File: config.mk
export PLATFORM = sky130hd
export DESIGN_NAME = rx_lock_mgr
export DESIGN_NICKNAME = d
export VERILOG_FILES = /design/src/rtl/rlm_pkg.sv /design/src/rtl/rlm_sync.sv /design/src/rtl/rlm_datapath.sv /design/src/rtl/rlm_ctrl.sv /design/src/rtl/rx_lock_mgr.sv
export SDC_FILE = /design/constraint.sdc
export NUM_CORES = 1
export LEC_CHECK = 0
export ABC_AREA = 1
export BUFFER_PORTS_ARGS = -buffer_cell sky130_fd_sc_hd__clkbuf_2
export CAP_MARGIN = 40
export CORE_MARGIN = 3
export CORE_UTILIZATION = 30
export DETAILED_ROUTE_END_ITERATION = 10
export MAX_ROUTING_LAYER = met4
export REMOVE_ABC_BUFFERS = 1
export SLEW_MARGIN = 10
export SYNTH_ARGS = -nofsm -noshare
export SYNTH_HDL_FRONTEND = slang
export SYNTH_HIERARCHICAL = 1
export SYNTH_SLANG_ARGS = --single-unit
export TNS_END_PERCENT = 10
File: constraint.sdc
create_clock -name clk -period 3.7 [get_ports clk]
set_clock_uncertainty 0.2 [all_clocks]
set_input_delay 0.185 -clock clk [delete_from_list [all_inputs] [get_ports clk]]
set_output_delay 0.185 -clock clk [all_outputs]
set_load 0.01 [all_outputs]
File: src/rtl/rlm_pkg.sv
package rlm_pkg;

  typedef enum logic [1:0] {
    CAL_NONE             = 2'd0,
    CAL_FIRST_AND_DEMAND = 2'd1,
    CAL_DEMAND_ONLY      = 2'd2,
    CAL_STATIC_EQ        = 2'd3
  } calMode_e;

  typedef enum logic [2:0] {
    ST_REF,
    ST_ACQ,
    ST_CAL,
    ST_REEYE,
    ST_RECOEF,
    ST_UP
  } lmState_e;

  typedef enum logic [1:0] {
    JOB_FULL  = 2'd0,
    JOB_EYE   = 2'd1,
    JOB_COEFF = 2'd2
  } calJob_e;

  localparam int NUM_REQ   = 3;
  localparam int REQ_FULL  = 0;
  localparam int REQ_EYE   = 1;
  localparam int REQ_COEFF = 2;

  localparam int SY_LOS   = 0;
  localparam int SY_IDLE  = 1;
  localparam int SY_FINE  = 2;
  localparam int SY_REQ0  = 3;
  localparam int NUM_SYNC = SY_REQ0 + NUM_REQ;

  typedef struct packed {
    logic               countEn;
    logic [NUM_REQ-1:0] service;
    logic               setEyeDone;
    logic               setCoeffDone;
    logic               setCalibrated;
  } ctrlStrobe_t;

  typedef struct packed {
    logic               losS;
    logic               idleS;
    logic               fineS;
    logic               stable;
    logic [NUM_REQ-1:0] pending;
    logic               calibrated;
  } laneStatus_t;

endpackage

File: src/rtl/rlm_sync.sv
module rlm_sync #(
  parameter int W = 1,
  parameter logic [W-1:0] RST_VAL = '0
) (
  input  logic         clk,
  input  logic         rstN,
  input  logic [W-1:0] d,
  output logic [W-1:0] q
);

  logic [W-1:0] stage1;

  always_ff @(posedge clk or negedge rstN) begin
    if (!rstN) begin
      stage1 <= RST_VAL;
      q      <= RST_VAL;
    end else begin
      stage1 <= d;
      q      <= stage1;
    end
  end

endmodule

File: src/rtl/rlm_datapath.sv
module rlm_datapath
  import rlm_pkg::*;
#(
  parameter int STABLE_CYCLES = 8
) (
  input  logic        clk,
  input  logic        rstN,
  input  logic        los,
  input  logic        rxIdle,
  input  logic        fineLock,
  input  logic        calReq,
  input  logic        eyeReq,
  input  logic        coeffReq,
  input  ctrlStrobe_t strb,
  output laneStatus_t stat,
  output logic        eyeDone,
  output logic        coeffDone
);

  localparam int CNT_W = $clog2(STABLE_CYCLES + 1);
  localparam logic [CNT_W-1:0] CNT_MAX = CNT_W'(STABLE_CYCLES);
  localparam logic [NUM_SYNC-1:0] SYNC_RST =
    NUM_SYNC'((1 << SY_LOS) | (1 << SY_IDLE));

  logic [NUM_SYNC-1:0] syncIn;
  logic [NUM_SYNC-1:0] syncOut;
  logic [NUM_REQ-1:0]  reqS;
  logic [NUM_REQ-1:0]  reqPrev;
  logic [NUM_REQ-1:0]  pend;
  logic [CNT_W-1:0]    lockCnt;
  logic                calibQ;

  assign syncIn = {coeffReq, eyeReq, calReq, fineLock, rxIdle, los};

  rlm_sync #(.W(NUM_SYNC), .RST_VAL(SYNC_RST)) uSync (
    .clk (clk),
    .rstN(rstN),
    .d   (syncIn),
    .q   (syncOut)
  );

  assign reqS = syncOut[SY_REQ0 +: NUM_REQ];

  // lock stability counter, saturating, cleared on any low sample
  always_ff @(posedge clk or negedge rstN) begin
    if (!rstN) begin
      lockCnt <= '0;
    end else if (strb.countEn && syncOut[SY_FINE]) begin
      if (lockCnt != CNT_MAX) lockCnt <= lockCnt + 1'b1;
    end else begin
      lockCnt <= '0;
    end
  end

  // request edge capture, one lane per request kind
  for (genvar g = 0; g < NUM_REQ; g++) begin : gReq
    always_ff @(posedge clk or negedge rstN) begin
      if (!rstN) begin
        reqPrev[g] <= 1'b0;
        pend[g]    <= 1'b0;
      end else begin
        reqPrev[g] <= reqS[g];
        pend[g]    <= reqS[g] && ((pend[g] && !strb.service[g]) || !reqPrev[g]);
      end
    end


    serviced_only_pending_chk: assert property (@(posedge clk) disable iff (!rstN)
      strb.service[g] |-> pend[g]);
  end

  always_ff @(posedge clk or negedge rstN) begin
    if (!rstN) begin
      eyeDone   <= 1'b0;
      coeffDone <= 1'b0;
      calibQ    <= 1'b0;
    end else begin
      eyeDone   <= reqS[REQ_EYE]   && (eyeDone   || strb.setEyeDone);
      coeffDone <= reqS[REQ_COEFF] && (coeffDone || strb.setCoeffDone);
      if (strb.setCalibrated) calibQ <= 1'b1;
    end
  end

  assign stat.losS       = syncOut[SY_LOS];
  assign stat.idleS      = syncOut[SY_IDLE];
  assign stat.fineS      = syncOut[SY_FINE];
  assign stat.stable     = (lockCnt == CNT_MAX);
  assign stat.pending    = pend;
  assign stat.calibrated = calibQ;


  stable_needs_lock_chk: assert property (@(posedge clk) disable iff (!rstN)
    stat.stable |-> $past(stat.fineS));


  eye_done_from_job_chk: assert property (@(posedge clk) disable iff (!rstN)
    $rose(eyeDone) |-> $past(strb.setEyeDone));


  coeff_done_from_job_chk: assert property (@(posedge clk) disable iff (!rstN)
    $rose(coeffDone) |-> $past(strb.setCoeffDone));

endmodule

File: src/rtl/rlm_ctrl.sv
module rlm_ctrl
  import rlm_pkg::*;
#(
  parameter calMode_e MODE = CAL_FIRST_AND_DEMAND
) (
  input  logic        clk,
  input  logic        rstN,
  input  laneStatus_t stat,
  input  logic        calDone,
  output ctrlStrobe_t strb,
  output logic        lockToData,
  output logic        calStart,
  output logic [1:0]  calType,
  output logic        calibrating,
  output logic        dataValid,
  output logic        rxClkEn
);

  localparam bit REF_ONLY    = (MODE == CAL_NONE);
  localparam bit NEED_FIRST  = (MODE == CAL_FIRST_AND_DEMAND) || (MODE == CAL_STATIC_EQ);
  localparam bit ALLOW_COEFF = (MODE != CAL_STATIC_EQ);

  lmState_e st, nxt;
  calJob_e  jobQ, jobNxt;
  logic     startNxt;

  always_comb begin
    nxt          = st;
    strb         = '0;
    startNxt     = 1'b0;
    jobNxt       = jobQ;
    strb.countEn = (st == ST_ACQ) || REF_ONLY;
    unique case (st)
      ST_REF: begin
        if (!REF_ONLY && !stat.idleS && !stat.losS) nxt = ST_ACQ;
      end
      ST_ACQ: begin
        if (stat.idleS) begin
          nxt = ST_REF;
        end else if (stat.stable) begin
          if (NEED_FIRST && !stat.calibrated) begin
            nxt      = ST_CAL;
            startNxt = 1'b1;
            jobNxt   = JOB_FULL;
          end else begin
            nxt = ST_UP;
          end
        end
      end
      ST_CAL: begin
        if (calDone) begin
          nxt                = ST_UP;
          strb.setCalibrated = 1'b1;
        end
      end
      ST_REEYE: begin
        if (calDone) begin
          nxt             = ST_UP;
          strb.setEyeDone = 1'b1;
        end
      end
      ST_RECOEF: begin
        if (calDone) begin
          nxt               = ST_UP;
          strb.setCoeffDone = 1'b1;
        end
      end
      ST_UP: begin
        if (!stat.fineS && stat.idleS) begin
          nxt = ST_REF;
        end else if (stat.pending[REQ_FULL]) begin
          nxt                    = ST_CAL;
          startNxt               = 1'b1;
          jobNxt                 = JOB_FULL;
          strb.service[REQ_FULL] = 1'b1;
        end else if (stat.pending[REQ_EYE]) begin
          nxt                   = ST_REEYE;
          startNxt              = 1'b1;
          jobNxt                = JOB_EYE;
          strb.service[REQ_EYE] = 1'b1;
        end else if (ALLOW_COEFF && stat.pending[REQ_COEFF]) begin
          nxt                     = ST_RECOEF;
          startNxt                = 1'b1;
          jobNxt                  = JOB_COEFF;
          strb.service[REQ_COEFF] = 1'b1;
        end
      end
      default: nxt = ST_REF;
    endcase
  end

  always_ff @(posedge clk or negedge rstN) begin
    if (!rstN) begin
      st       <= ST_REF;
      jobQ     <= JOB_FULL;
      calStart <= 1'b0;
    end else begin
      st       <= nxt;
      jobQ     <= jobNxt;
      calStart <= startNxt;
    end
  end

  assign lockToData  = (st != ST_REF);
  assign calibrating = (st == ST_CAL);
  assign calType     = jobQ;
  assign rxClkEn     = REF_ONLY || (st != ST_REF);
  assign dataValid   = stat.fineS && (REF_ONLY ? stat.stable : (st == ST_UP));


  los_holds_ref_chk: assert property (@(posedge clk) disable iff (!rstN)
    (st == ST_REF && stat.losS) |=> (st == ST_REF));


  cal_waits_done_chk: assert property (@(posedge clk) disable iff (!rstN)
    (st == ST_CAL && !calDone) |=> (st == ST_CAL));


  acq_needs_stable_chk: assert property (@(posedge clk) disable iff (!rstN)
    (st == ST_ACQ && !stat.stable) |=> (st == ST_ACQ || st == ST_REF));


  drop_to_ref_chk: assert property (@(posedge clk) disable iff (!rstN)
    (st == ST_UP && !stat.fineS && stat.idleS) |=> (st == ST_REF));


  valid_needs_lock_chk: assert property (@(posedge clk) disable iff (!rstN)
    dataValid |-> stat.fineS);


  calibrating_started_chk: assert property (@(posedge clk) disable iff (!rstN)
    $rose(calibrating) |-> calStart);


  no_coeff_static_chk: assert property (@(posedge clk) disable iff (!rstN)
    !(!ALLOW_COEFF && st == ST_RECOEF));

endmodule

File: src/rtl/rx_lock_mgr.sv
module rx_lock_mgr
  import rlm_pkg::*;
#(
  parameter calMode_e CAL_MODE      = CAL_FIRST_AND_DEMAND,
  parameter int       STABLE_CYCLES = 8
) (
  input  logic       clk,
  input  logic       rstN,
  input  logic       los,
  input  logic       rxIdle,
  input  logic       fineLock,
  input  logic       calReq,
  input  logic       eyeReq,
  input  logic       coeffReq,
  input  logic       calDone,
  output logic       lockToData,
  output logic       calStart,
  output logic [1:0] calType,
  output logic       calibrating,
  output logic       dataValid,
  output logic       eyeDone,
  output logic       coeffDone,
  output logic       rxClkEn
);

  ctrlStrobe_t strb;
  laneStatus_t stat;

  rlm_datapath #(.STABLE_CYCLES(STABLE_CYCLES)) uPath (
    .clk      (clk),
    .rstN     (rstN),
    .los      (los),
    .rxIdle   (rxIdle),
    .fineLock (fineLock),
    .calReq   (calReq),
    .eyeReq   (eyeReq),
    .coeffReq (coeffReq),
    .strb     (strb),
    .stat     (stat),
    .eyeDone  (eyeDone),
    .coeffDone(coeffDone)
  );

  rlm_ctrl #(.MODE(CAL_MODE)) uCtrl (
    .clk        (clk),
    .rstN       (rstN),
    .stat       (stat),
    .calDone    (calDone),
    .strb       (strb),
    .lockToData (lockToData),
    .calStart   (calStart),
    .calType    (calType),
    .calibrating(calibrating),
    .dataValid  (dataValid),
    .rxClkEn    (rxClkEn)
  );

endmodule

==> metrics <==
DR pass1 iterations 4; Crit path largest cell delay 0.41 ns; PostCTS Resize Cnt 0; fin crit share 46.8%; Crit Reg-Reg Startpoint uPath/lockCnt[0]; cells after synthesis 147; Hold Fails Final Rpt 0; final setup vio count 0; Initial Util 32.0%; CP max stage cell dfrtp_1; reg2reg setup slack 1.97 ns; pwr/cell area 666 nW/µm²; most used cell, CP nand2_1; number of CTS-inserted buffers 5; Seq/Total Area, Yosys 59.2%; Core Region 4120 µm²; DIE HEIGHT 72.3 µm; crit-path max FO 4; Startpoint Class flop; synthesized cell area 1320 µm²; Final nets 187; Row Count 23; Avg Inst Size Synth 8.97 µm²; layout overhead on the synthesized area 23.9%; wire per inst 10.2 µm; CTS Buffer Depth 2; Distinct cells, synth 21; Clk Latency, worst-skew pair 0.28 ns; die area 5230 µm²; Leakage Power 0.852 nW; CP Capture Type flop; crit path capture uCtrl/st[1]; Slew headroom 49.4%; hold slack 0.147 ns; worst path arrival time 1.70 ns; ANT nets after route 0; Yosys top cell area share 51.2%; Synth area leader dfrtp_1; DRT iter0 DRCs 30; GR Util All Layers 10.3%; layer with the highest usage met2; initial antenna violation count 0; Non-Filler Instances 227; clock root buffer clkbuf_8; die width 72.3 µm; I/O Buffers 17; gp weighted congestion 0.827; RR Endpoint uCtrl/st[1]; WP buf/inv 2; GRT overflow 0; Reg2Reg Depth 11; Yosys reg bits 31; CP Cell Sequence inv_1, ha_1, nand2_1, nor2_2, nor2_1, nand3_1, nand2_1, inv_1, nand3_1, nand2_1, nand2_1; Ant. Diodes 0; Vias 944; num ports 18; fin. max-slew vios 0; post-layout total power 0.00109 W; HP Class in -> reg; number of global-route vias before repair 921; max-cap viol count 0; H-tree Lvls 2; largest cells by area after synthesis dfrtp_1 (51%), nand2_1 (9.4%), dfstp_2 (8.0%); Max Fclk 578 MHz; DR vias/cell 4.16; Setup TNS 0 ns; DP HPWL 1720 µm; yosys warns 6; Worst Setup SP uPath/lockCnt[0]; Sink Count 31; final wirelength 2310 µm; unrepaired setup endpoints after global routing false; GRT met1 Usage 12.4%; worst path required time 3.66 ns; Placed Instances 212; first-pass GRT wire length 3950 µm; met2 Use GR 15.5%; largest net degree at the start of global routing 32; CP delay by family, top simple AND/OR/NAND/NOR gates; kind of critical path reg -> reg; GR met3 Demand/Resource 3.32%; CTS tree yes; fraction of layout cells with a size suffix above 1 23.2%; Residual DRC 0; status complete, no violations; Stages on worst setup path 11; Clock transition at path regs 0.07 ns; peak supply drop 0.000293 V; Worst Tran Pin Value 0.759 ns; post-layout minimum cycle time 1.73 ns
[cell usage in the layout (no fill, tap or decap), drive strengths merged]
| master | instances |
|---|---|
| nand4 | 1 |
| dlygate4sd3 | 7 |
| a21boi | 1 |
| or2 | 1 |
| nor2 | 23 |
| dfstp | 4 |
| nor3 | 4 |
| nand2 | 35 |
| inv | 24 |
| a21oi | 3 |
| nand3 | 16 |
| xnor2 | 1 |
| clkbuf | 22 |
| clkinv | 2 |
| dfrtp | 27 |
| o21ai | 3 |
| ha | 2 |
| bufinv | 1 |
[power breakdown]
part | total (W) | internal (W) | switching (W)
clock | 0.000325 | 0.000200 | 0.000125
sequential | 0.000443 | 0.000393 | 0.0000497
combinational | 0.000320 | 0.000118 | 0.000202
[state kept, by name, summed over array words and instances, names as in the netlist]
register,count
uPath/lockCnt,4
uPath/coeffDone,1
uPath/reqPrev,3
uCtrl/st,3
uPath/calibQ,1
uCtrl/calStart,1
uPath/stat,3
uCtrl/calType,2
uPath/uSync/q,6
uPath/eyeDone,1
uPath/uSync/stage1,6
[final cells by class]
class / instances / area, µm²
flip-flops and latches: 31 / 781
clock buffers: 5 / 68.8
clock inverters: 3 / 43.8
inverters: 24 / 92.6
well taps: 50 / 62.6
fillers: 422 / 2480
multi-input cells: 90 / 430
repair buffers: 24 / 155
[per-stage QoR]
stage	cell area [µm²]	worst slack, ns	util, %
2_1_floorplan	1300	2.13	-
3_3_place_gp	1450	2.04	35.3
6_report	1630	1.97	39.7
4_1_cts	1630	1.97	39.7
3_5_place_dp	1450	1.99	35.3
5_1_grt	1630	1.84	39.7
[what timing repair did]
item,4_1_cts,5_1_grt
endpoints found under the hold margin,33,0
hold buffers,7,0
endpoints found under the setup margin,0,0
buffers inserted,0,0
[synth_stat cells (all sizes together)]
| library cell | count |
|---|---|
| a21boi | 1 |
| a21oi | 3 |
| buf | 2 |
| dfrtp | 27 |
| dfstp | 4 |
| ha | 2 |
| inv | 24 |
| nand2 | 35 |
| nand3 | 16 |
| nand4 | 1 |
| nor2 | 23 |
| nor3 | 4 |
| o21ai | 3 |
| or2 | 1 |
| xnor2 | 1 |
[worst min path at each step]
| stage | startpoint | end | slack, ns | cells past startpoint |
|---|---|---|---|---|
| 6_report | calDone | uPath/calibQ | 0.15 | 4 |
| 5_1_grt | uPath/uSync/stage1[5] | uPath/uSync/q[5] | 0.16 | 0 |
| 4_1_cts | calDone | uPath/coeffDone | 0.14 | 5 |
| 3_5_place_dp | los | uPath/uSync/stage1[0] | 0.07 | 1 |
| 3_3_place_gp | los | uPath/uSync/stage1[0] | 0.07 | 1 |
| 2_1_floorplan | rstN | uCtrl/calStart | -0.31 | 0 |
[worst reg2reg max path: cells and delay by family (launching register included)]
family,cells,cell delay [ns]
adders and majority gates,1,0.19
DFF,1,0.41
buffers and inverters,2,0.14
and+or+nand+nor,8,0.68
[layer usage]
layer	share of wire, %	vias up	wire, µm
li1	-	507	-
met1	47	419	1100
met2	48	16	1120
met3	3.5	2	81
met4	0.48	0	11
met5	0	-	0
[cell families after synthesis]
kind of cell / after synthesis / share of synthesized area [%]
buffers and inverters: 26 / 8.16
DFF: 31 / 59.2
xor gates and xnor gates: 1 / 0.664
adders and majority gates: 2 / 1.90
and+or+nand+nor: 80 / 27.2
AOI/OAI and AO/OA: 7 / 2.85
(Power assumes the default switching activity.)
